`src/rtl/cfd_pkg.sv`:
```
// Package: shared types and rule thresholds for the erasure flag decision unit.
// Assumes the error class encoding is fixed by the upstream syndrome stage.
package cfd_pkg;

    typedef enum logic [1:0] {
        ERR_NONE = 2'd0,
        ERR_ONE  = 2'd1,
        ERR_TWO  = 2'd2,
        ERR_MANY = 2'd3
    } err_cls_t;

    localparam logic MODE_FIRST  = 1'b0;
    localparam logic MODE_SECOND = 1'b1;

    // Flag-count thresholds used by the second-stage rule.
    localparam int TH_BOTH_PASS = 7;  // both hit: pass at or above this count
    localparam int TH_ONE_PASS  = 6;  // one hit: pass at or above this count
    localparam int TH_LOW_SET   = 2;  // no hit / many errors: force at or below

endpackage

```
`src/rtl/cfd_scan.sv`:
```
// Module: sequential flag scanner.
// Walks the captured flag vector one symbol per clock after a go pulse.
// It counts set flags and records whether each position lands on a set flag.
// Assumes inputs stay stable while active. Raises fin for one cycle after the last symbol.
module cfd_scan #(
    parameter int NSYM  = 28,
    parameter int IDX_W = $clog2(NSYM),
    parameter int CNT_W = $clog2(NSYM + 1)
) (
    input  logic             clk,
    input  logic             rst_n,
    input  logic             go,
    input  logic [NSYM-1:0]  flags,
    input  logic [IDX_W-1:0] pos_a,
    input  logic [IDX_W-1:0] pos_b,
    output logic             active,
    output logic             fin,
    output logic [CNT_W-1:0] cnt,
    output logic             hit_a,
    output logic             hit_b
);

    localparam logic [IDX_W-1:0] LAST_IDX = IDX_W'(NSYM - 1);

    logic [IDX_W-1:0] idx;
    logic             cur_bit;

    // Select the flag bit under the scan pointer.
    always_comb begin
        cur_bit = flags[idx];
    end

    // Advance the scan pointer, accumulate the count and record position hits.
    always_ff @(posedge clk) begin
        if (!rst_n) begin
            idx    <= '0;
            active <= 1'b0;
            fin    <= 1'b0;
            cnt    <= '0;
            hit_a  <= 1'b0;
            hit_b  <= 1'b0;
        end else begin
            fin <= 1'b0;
            if (go) begin
                idx    <= '0;
                active <= 1'b1;
                cnt    <= '0;
                hit_a  <= 1'b0;
                hit_b  <= 1'b0;
            end else if (active) begin
                cnt <= cnt + CNT_W'(cur_bit);
                if (idx == pos_a) hit_a <= cur_bit;
                if (idx == pos_b) hit_b <= cur_bit;
                if (idx == LAST_IDX) begin
                    active <= 1'b0;
                    fin    <= 1'b1;
                end else begin
                    idx <= idx + 1'b1;
                end
            end
        end
    end

    // the pointer never leaves the codeword while scanning
    assert_idx_in_range_R2: assert property (@(posedge clk) disable iff (!rst_n)
        active |-> (idx <= LAST_IDX));

    // the running count never exceeds the number of symbols visited
    assert_cnt_bound_R2: assert property (@(posedge clk) disable iff (!rst_n)
        active |-> (CNT_W'(idx) >= cnt));

    // completion is a single-cycle pulse
    assert_fin_pulse_R2: assert property (@(posedge clk) disable iff (!rst_n)
        fin |=> !fin);

endmodule

```
`src/rtl/cfd_rule.sv`:
```
// Module: combinational decision table.
// Maps mode, error class, flag count and position hits to a correction count and an output flag vector.
// Assumes cnt and hits are final, i.e. sampled when the scanner reports completion.
module cfd_rule #(
    parameter int NSYM  = 28,
    parameter int CNT_W = $clog2(NSYM + 1)
) (
    input  logic             mode,
    input  logic [1:0]       err_cls,
    input  logic [CNT_W-1:0] cnt,
    input  logic             hit_a,
    input  logic             hit_b,
    input  logic [NSYM-1:0]  flags,
    output logic [1:0]       corr_num,
    output logic [NSYM-1:0]  flags_next
);
    import cfd_pkg::*;

    typedef enum logic [1:0] {
        ACT_CLEAR = 2'd0,
        ACT_FORCE = 2'd1,
        ACT_PASS  = 2'd2
    } flag_act_t;

    err_cls_t  cls;
    flag_act_t act;
    logic      few_low;
    logic      few_one;
    logic      few_both;

    // Threshold comparisons on the scanned count.
    always_comb begin
        few_low  = (cnt <= CNT_W'(TH_LOW_SET));
        few_one  = (cnt <  CNT_W'(TH_ONE_PASS));
        few_both = (cnt <  CNT_W'(TH_BOTH_PASS));
    end

    // Pick the correction count and flag action from the rule table.
    always_comb begin
        cls      = err_cls_t'(err_cls);
        corr_num = 2'd0;
        act      = ACT_CLEAR;
        if (mode == MODE_FIRST) begin
            unique case (cls)
                ERR_NONE: begin corr_num = 2'd0; act = ACT_CLEAR; end
                ERR_ONE:  begin corr_num = 2'd1; act = ACT_CLEAR; end
                ERR_TWO:  begin corr_num = 2'd2; act = ACT_FORCE; end
                default:  begin corr_num = 2'd0; act = ACT_FORCE; end
            endcase
        end else begin
            unique case (cls)
                ERR_NONE: begin corr_num = 2'd0; act = ACT_CLEAR; end
                ERR_ONE:  begin corr_num = 2'd1; act = ACT_CLEAR; end
                ERR_TWO: begin
                    if (hit_a && hit_b) begin
                        corr_num = few_both ? 2'd2 : 2'd0;
                        act      = few_both ? ACT_CLEAR : ACT_PASS;
                    end else if (hit_a || hit_b) begin
                        act = few_one ? ACT_FORCE : ACT_PASS;
                    end else begin
                        act = few_low ? ACT_FORCE : ACT_PASS;
                    end
                end
                default: act = few_low ? ACT_FORCE : ACT_PASS;
            endcase
        end
    end

    // Expand the chosen action into the full flag vector.
    always_comb begin
        unique case (act)
            ACT_FORCE: flags_next = '1;
            ACT_PASS:  flags_next = flags;
            default:   flags_next = '0;
        endcase
    end

endmodule

```
`src/rtl/c2_flag_decider.sv`:
```
// Module: top of the erasure flag decision unit.
// Captures a codeword's inputs on an accepted start and runs the scanner.
// When the scan finishes it registers the rule output and pulses done.
// Assumes start is ignored while busy. Outputs hold between done pulses.
module c2_flag_decider #(
    parameter int NSYM  = 28,
    parameter int POS_W = $clog2(NSYM),
    parameter int CNT_W = $clog2(NSYM + 1)
) (
    input  logic             clk,
    input  logic             rst_n,
    input  logic             start,
    input  logic             mode,
    input  logic [1:0]       err_cls,
    input  logic [POS_W-1:0] pos_a,
    input  logic [POS_W-1:0] pos_b,
    input  logic [NSYM-1:0]  flags_in,
    output logic             busy,
    output logic             done,
    output logic [1:0]       corr_num,
    output logic [POS_W-1:0] corr_pos_a,
    output logic [POS_W-1:0] corr_pos_b,
    output logic [NSYM-1:0]  flags_out
);

    logic             accept;
    logic             mode_q;
    logic [1:0]       cls_q;
    logic [POS_W-1:0] pa_q;
    logic [POS_W-1:0] pb_q;
    logic [NSYM-1:0]  flags_q;
    logic             scan_active;
    logic             scan_fin;
    logic [CNT_W-1:0] scan_cnt;
    logic             scan_hit_a;
    logic             scan_hit_b;
    logic [1:0]       rule_corr;
    logic [NSYM-1:0]  rule_flags;

    // Busy spans the scan and the completion cycle; start is accepted only when idle.
    always_comb begin
        busy   = scan_active | scan_fin;
        accept = start & ~busy;
    end

    // Capture the codeword inputs on an accepted start.
    always_ff @(posedge clk) begin
        if (!rst_n) begin
            mode_q  <= 1'b0;
            cls_q   <= 2'd0;
            pa_q    <= '0;
            pb_q    <= '0;
            flags_q <= '0;
        end else if (accept) begin
            mode_q  <= mode;
            cls_q   <= err_cls;
            pa_q    <= pos_a;
            pb_q    <= pos_b;
            flags_q <= flags_in;
        end
    end

    cfd_scan #(.NSYM(NSYM), .IDX_W(POS_W), .CNT_W(CNT_W)) u_scan (
        .clk    (clk),
        .rst_n  (rst_n),
        .go     (accept),
        .flags  (flags_q),
        .pos_a  (pa_q),
        .pos_b  (pb_q),
        .active (scan_active),
        .fin    (scan_fin),
        .cnt    (scan_cnt),
        .hit_a  (scan_hit_a),
        .hit_b  (scan_hit_b)
    );

    cfd_rule #(.NSYM(NSYM), .CNT_W(CNT_W)) u_rule (
        .mode       (mode_q),
        .err_cls    (cls_q),
        .cnt        (scan_cnt),
        .hit_a      (scan_hit_a),
        .hit_b      (scan_hit_b),
        .flags      (flags_q),
        .corr_num   (rule_corr),
        .flags_next (rule_flags)
    );

    // Register the decision when the scan completes; hold it otherwise.
    always_ff @(posedge clk) begin
        if (!rst_n) begin
            done       <= 1'b0;
            corr_num   <= 2'd0;
            corr_pos_a <= '0;
            corr_pos_b <= '0;
            flags_out  <= '0;
        end else begin
            done <= scan_fin;
            if (scan_fin) begin
                corr_num   <= rule_corr;
                corr_pos_a <= pa_q;
                corr_pos_b <= pb_q;
                flags_out  <= rule_flags;
            end
        end
    end

    // the decision lands the cycle after the scanner completes
    assert_done_after_fin_R2: assert property (@(posedge clk) disable iff (!rst_n)
        scan_fin |=> done);

    // done is a single-cycle pulse
    assert_done_pulse_R2: assert property (@(posedge clk) disable iff (!rst_n)
        done |=> !done);

    // a start during a scan leaves the captured inputs untouched
    assert_start_ignored_R10: assert property (@(posedge clk) disable iff (!rst_n)
        (start && busy) |=> ($stable(flags_q) && $stable(pa_q) && $stable(pb_q) && $stable(cls_q)));

    // decision outputs change only on a done pulse
    assert_hold_between_done_R11: assert property (@(posedge clk) disable iff (!rst_n)
        !scan_fin |=> ($stable(flags_out) && $stable(corr_num)));

    // in the second-stage rule, any correction comes with cleared flags
    assert_corr_clears_R5: assert property (@(posedge clk) disable iff (!rst_n)
        (done && mode_q && corr_num != 2'd0) |-> (flags_out == '0));

endmodule

```
`config.mk`:
```
export PLATFORM = sky130hd
export DESIGN_NAME = c2_flag_decider
export DESIGN_NICKNAME = d
export VERILOG_FILES = /design/src/rtl/cfd_pkg.sv /design/src/rtl/cfd_scan.sv /design/src/rtl/cfd_rule.sv /design/src/rtl/c2_flag_decider.sv
export SDC_FILE = /design/constraint.sdc
export NUM_CORES = 1
export LEC_CHECK = 0
export ABC_AREA = 1
export BUFFER_PORTS_ARGS = -buffer_cell sky130_fd_sc_hd__buf_4
export CORE_MARGIN = 2
export CORE_UTILIZATION = 49
export DETAILED_ROUTE_END_ITERATION = 7
export PLACE_DENSITY = 0.75
export SYNTH_ARGS = -nofsm -noshare
export SYNTH_HDL_FRONTEND = slang
export SYNTH_SLANG_ARGS = --single-unit
```
`constraint.sdc`:
```
create_clock -name clk -period 1.8 [get_ports clk]
set_input_delay 0.27 -clock clk [delete_from_list [all_inputs] [get_ports clk]]
set_output_delay 0.27 -clock clk [all_outputs]
set_load 0.03 [all_outputs]
```
[Yosys cells after proc, flatten, opt, wreduce, memory -nomap -nowiden]
Cells that the tools add are included.
Storage, ports and cells
  output and inout port bits: 42
  bits in registers: 96
  input port bits: 44
  logic and storage cells: 64
Operators by class
  order comparisons: 4
  reductions and logical operators: 9
  mux-type cells: 20
  equal/unequal tests: 7
  bitwise logic cells: 6
  add/subtract/negate cells: 2
Operators by type and width (count)
  $pmux 28 s2: 1
  $mux 2: 9
  $pmux 2 s2: 3
  $eq 5x5->1: 2
  $lt 5x3->1 const B: 2
  $lt 5x6->1 const B: 1
  $mux 1: 6
  $reduce_and 2->1: 3
  $add 5x1->5: 1
  $add 5x1->5 const B: 1
  $bmux 1 s5: 1
  $eq 5x5->1 const B: 1
  $le 5x2->1 const B: 1
  $eq 2x1->1 const B: 2
  $eq 2x2->1 const B: 2
  $not 1->1: 4
  $reduce_or 2->1: 2
  $reduce_or 3->1: 1
  $logic_not 2->1: 1
  $and 1x1->1: 1
  $logic_and 1x1->1: 1
  $logic_or 1x1->1: 1
  $or 1x1->1: 1

[Depth between registers and ports, before layout]
  word-level depth: 8
  mapped depth: 16
  depth with buffers taken out: 15

[Modules after synthesis]
From an unflattened synthesis, not the netlist that was laid out.
Unflattened totals
  cells, all modules: 736
  area, all modules: 4911.0 µm²
By module, submodules not included
  c2_flag_decider: seq. area each 1641.6 µm², area each 3239.4 µm², cells an instance 449, instances 1
  cfd_scan: seq. area each 280.3 µm², area each 1097.3 µm², cells an instance 177, instances 1
  cfd_rule: seq. area each 0.0 µm², area each 574.3 µm², cells an instance 110, instances 1

[Worst setup path before layout]
OpenSTA, ideal clock, no wires.
  kind: register -> register
  from: reg u_scan.cnt[3]
  to: reg flags_out[12]
  slack: -137 ps
  stages on the path, launching flop included: 13
  arrival: 1867 ps
  period minus slack after synthesis: 1937 ps
  setup time: 70 ps
  buffers on the path: 1
  data required time: 1730 ps
  path through: dfxtp_1 > nor2_2 > nand2_1 > nor2_1 > o21ai_1 > nand3b_1 > a21oi_2 > inv_1 > ha_1 > nor2_4 > buf_4 > nand2_1 > a21oi_1
Between the ends
  cells in the longest elaborated chain, start to end: 8
  elaborated cells on any way between the ends: 13
  classes of those cells: order compare (3); eq/ne (2); mux (8)
Ends and longest elaborated chain
  start, declared: RTL line cfd_scan.sv:18  | output logic [CNT_W-1:0] cnt,
  start signal, assigned: RTL line cfd_scan.sv:51  | cnt <= cnt + CNT_W'(cur_bit);
  $le 5x2->1 or $lt 5x3->1 (tied branches): RTL line cfd_rule.sv:33, cfd_rule.sv:34
  $mux 2, on equally long branches: RTL line cfd_rule.sv:61, cfd_rule.sv:64, cfd_rule.sv:59
  $mux 2: RTL line cfd_rule.sv:58  | end else if (hit_a || hit_b) begin
  $mux 2: RTL line cfd_rule.sv:55  | if (hit_a && hit_b) begin
  $pmux 2 s2 *: RTL line cfd_rule.sv:51  | unique case (cls)
  $mux 2 *: RTL line cfd_rule.sv:43  | if (mode == MODE_FIRST) begin
  $eq 2x2->1 or $eq 2x1->1 (tied branches): RTL line cfd_rule.sv:71  | unique case (act)
  $pmux 28 s2 *: RTL line cfd_rule.sv:71
  end signal, assigned: RTL line c2_flag_decider.sv:102  | flags_out <= rule_flags;
  end, declared: RTL line c2_flag_decider.sv:23  | output logic [NSYM-1:0] flags_out
Every way passes the cells marked *; elsewhere a longest branch is shown, timed or not.
A chain may end at the register's enable or synchronous reset.

[Worst setup path after layout]
  from: reg u_scan.cnt[3]
  to: reg flags_out[2]
The elaborated chain is that of the path after synthesis.

==> out/qor.tcl <==
set qor(outcome) {complete, but fails checks}
set qor(failing_checks) {setup timing}
set qor(yosys.area_share.adder_pct) 2.91
set qor(yosys.area_share.xor_xnor_pct) 0.815
set qor(die_footprint_um2) 9540
set qor(fillerInstances) 744
set qor(synthMuxAreaShare_pct) 0
set qor(critical_path.most_common_cell) {nor2_4}
set qor(global_route.usage.met1_pct) 28.9
set qor(antenna_violations_before_repair) 0
set qor(drt-pass1-iter-count) 5
set qor(gr-max-usage-layer) {met2}
set qor(power.share.clock_pct) 33.1
set qor(synth_area_um2) 4300
set qor(sequential_power_share_pct) 50.7
set qor(p_leak_uw) 0.00239
set qor(critical_path.top_delay_family) {simple AND/OR/NAND/NOR gates}
set qor(compound_gate_fraction_of_synth_area_pct) 21.8
set qor(rows) 34
set qor(end_kind) {flip-flop}
set qor(die_height_um) 97.7
set qor(synthesis.area_per_instance_um2) 7.42
set qor(num_ports) 86
set qor(number_of_antenna_violating_nets_in_the_routed_design) 0
set qor(synthDominantCellAreaShare_pct) 44.7
set qor(yosysUniqueCellTypes) 33
set qor(drtIter0Drc) 169
set qor(final_cell_area_um2) 5740
set qor(commonest_cells_after_routing_fill_and_taps_aside) {117 x buf_4, 109 x nand2_1, 89 x dfxtp_1}
set qor(htree_num_levels) 3
set qor(netlist.top_cell.by_area) {dfxtp_1}
set qor(layout-drive-gt1-share_pct) 30.3
set qor(clock.fmax_ghz) 0.491
set qor(cpPeakStageDelay_ns) 0.34
set qor(max-slew-margin-rel_pct) 74.0
set qor(highest_delay_cell_along_the_critical_path) {dfxtp_2}
set qor(cp_max_fo) 7
set qor(postSynthCellCount) 579
set qor(initial_utilization_pct) 50.0
set qor(final_period_minus_worst_setup_slack_ns) 2.04
set qor(clk_root_buffer_cell) {clkbuf_8}
set qor(nets) 738
set qor(worstReg2RegStart) {u_scan.cnt[3]}
set qor(totalWireLength_um) 11000
set qor(clkSlewWorstSetupHoldPaths_ns) 0.09
set qor(power_per_unit_of_standard_cell_area_nw_per_um2) 775
set qor(grt_pass1_wl_um) 18200
set qor(worst-path-buf-inv) 3
set qor(synth_top_family_by_area) {compound AO/OA/AOI/OAI gates}
set qor(dr_total_vias) 4160
set qor(port_buffers) 85
set qor(timing.hold.worst_endpoint) {mode_q}
set qor(timing.critical_path.arrival_ns) 2.35
set qor(worstSkewPairLatency_ns) 0.38
set qor(cts_inserted_buffers) 9
set qor(rsz0062_at_grt) {yes}
set qor(areaGrowthSynthToFinish_pct) 33.5
set qor(design_power_total_uw) 4450
set qor(ys_ff_latch) 96
set qor(rr_worst_depth) 13
set qor(place_area_um2) 5230
set qor(final_min_period_over_clock_period_pct) 113
set qor(hold_start) {mode}
set qor(power_frac_comb_pct) 16.2
set qor(internal-power_uw) 3220
set qor(gp_congestion) 0.920
set qor(cts.hold.buffers_added) 0
set qor(final_hold_viol_count) 0
set qor(r2r-end) {flags_out[2]}
set qor(final_max_slew_viol_count) 0
set qor(r2r_setup_slack_ns) -0.24
set qor(clock_sinks) 96
set qor(seq_area_frac_synth_pct) 44.7
set qor(cts_tree) {built}
set qor(hold_path_class) {input pin to flip-flop}
set qor(grtUsageMet2_pct) 38.9
set qor(dp_slack_ns) -0.199
set qor(hold_depth) 3
set qor(grt_max_degree) 58
set qor(setup_ws_post_layout_ns) -0.238
set qor(max_cap_violations) 0
set qor(drcViolationCount) 0
set qor(setup_viol_count_final) 28
set qor(vias_in_the_first_global_route) 4003
set qor(most_common_library_cell_in_the_layout_ignoring_fill_and_taps) {buf_4}
set qor(routedWlPerCell_um) 13.8
set qor(max_buffers_root_to_sink) 2
set qor(gr-usage-all-layers_pct) 22.9
set qor(fp.coreArea_um2) 8590
set qor(tightestPinTransition_ns) 0.386
set qor(synth_simple_gate_area_share_pct) 19.4
set qor(largest_clock_skew_in_the_final_design_ns) 0.0141
set qor(hpwlAfterDp_um) 7650
set qor(synth_warnings) 0
set qor(fp.dieW_um) 97.7
set qor(worst_setup_path_start_kind) {flip-flop}
set qor(vias_per_cell) 5.22
set qor(swShare_pct) 27.6
set qor(crit_chain) {nor2_4 > nand2_2 > nor2_4 > o21ai_2 > nand3b_1 > a21oi_2 > inv_2 > ha_4 > nor2_4 > buf_12 > buf_16 > nand2_1 > a21oi_2}
set qor(global_route.overflow_total) 0
set qor(globalRouteMet3Util_pct) 4.53
set qor(synth.area.top_cells) {dfxtp_1 45%, a21oi_1 11%, nand2_1 10%}
set qor(peakVddDrop_v) 0.000422
set qor(synth_nets) 633
set qor(timing.setup.critical_path_class) {flip-flop to flip-flop}
set qor(required_ns) 2.11
set qor(power_switching_uw) 1230
set qor(number_of_antenna_cells_inserted) 0
[synth_stat cells]
| cell type | count |
|---|---|
| a31oi_1 | 1 |
| inv_4 | 1 |
| a21oi_1 | 91 |
| nand3b_1 | 1 |
| buf_4 | 3 |
| buf_6 | 6 |
| buf_1 | 1 |
| dfxtp_1 | 96 |
| clkbuf_2 | 1 |
| nor2_8 | 1 |
| nor3_2 | 3 |
| nor2_1 | 13 |
| o21ai_1 | 4 |
| nor2_2 | 3 |
| nand2_1 | 118 |
| nor2_4 | 2 |
| clkbuf_1 | 17 |
| nand3_1 | 28 |
| nand2_2 | 4 |
| nor3_1 | 2 |
| o21ai_0 | 84 |
| a21oi_2 | 3 |
| xnor2_1 | 4 |
| ha_1 | 10 |
| nand2_4 | 1 |
| nor3b_1 | 1 |
| inv_1 | 59 |
| a21boi_0 | 1 |
| or2_0 | 1 |
| nand4_1 | 5 |
| buf_2 | 7 |
| inv_2 | 6 |
| nand3_2 | 1 |
[registers in the layout (all words and copies together), names as in the netlist]
name / flops
flags_out: 28
flags_q: 28
corr_pos_a: 5
corr_pos_b: 5
pa_q: 5
pb_q: 5
u_scan.cnt: 5
u_scan.idx: 5
cls_q: 2
corr_num: 2
done: 1
mode_q: 1
u_scan.active: 1
u_scan.fin: 1
u_scan.hit_a: 1
u_scan.hit_b: 1
[timing repair]
| action | 4_1_cts | 5_1_grt |
|---|---|---|
| pin swaps | 11 | 19 |
| setup endpoints to repair | 32 | 32 |
| hold endpoints to repair | 0 | 0 |
| cloned | 3 | 2 |
| setup buffers | 4 | 1 |
| resized for setup | 19 | 34 |
[metal layers]
layer  wire length, µm  share of wire (%)
met5                 0                  0
met3               584                5.3
met2              5430                 49
met4               211                1.9
met1              4800                 44
[how the worst max path moves through the flow]
stage               cells past startpoint  slack, ns       endpoint     startpoint
global placement                       12      -0.10  flags_out[27]  u_scan.cnt[4]
detailed placement                     12      -0.20   flags_out[1]  u_scan.cnt[4]
finish                                 13      -0.24   flags_out[2]  u_scan.cnt[3]
floorplan                              12      -0.04  flags_out[12]  u_scan.cnt[4]
CTS                                    13      -0.19  flags_out[26]  u_scan.cnt[4]
global route                           13      -0.36   flags_out[2]  u_scan.cnt[3]
[power by group through the flow]
stage	Sequential, µW	Clock, µW	Combinational, µW
final	2250	1470	722
after global routing	2260	1580	801
after CTS	2250	1470	638
after detailed placement	2300	0	619
after global placement	2300	0	606
after floorplan	2290	0	417
[through the flow]
step | utilization (%) | std cells | hold slack [ns] | TNS (ns)
floorplan | - | 579 | 0.437 | -0.812
global placement | 60.9 | 771 | 0.454 | -2.38
detailed placement | 60.9 | 771 | 0.459 | -4.16
CTS | 65.0 | 794 | 0.162 | -4.08
global route | 66.8 | 797 | 0.178 | -8.21
finish | 66.8 | 797 | 0.159 | -4.78
[logic make-up after synthesis]
kind of cell | after synthesis
fa+ha+maj | 10
flops | 96
compound gates | 184
buf+inv | 101
simple gates | 184
xor+xnor | 4
[cell type report]
cell class / count / area, µm² / area share (%)
multi-input combinational: 382 / 2090 / 36.4
tap: 108 / 135 / 2.35
inverter: 66 / 258 / 4.49
timing repair buffer: 129 / 1120 / 19.5
clock inverter: 5 / 63.8 / 1.11
clock buffer: 11 / 141 / 2.46
sequential: 96 / 1930 / 33.7
[worst reg2reg max path: stages, from the launching register on]
cell and delay, ns:
dfxtp_2 0.34, nor2_4 0.14, nand2_2 0.08, nor2_4 0.12, o21ai_2 0.06, nand3b_1 0.16, a21oi_2 0.18, inv_2 0.06
ha_4 0.22, nor2_4 0.16, buf_12 0.14, buf_16 0.12, nand2_1 0.06, a21oi_2 0.13
Power figures use the tool's default switching activity.
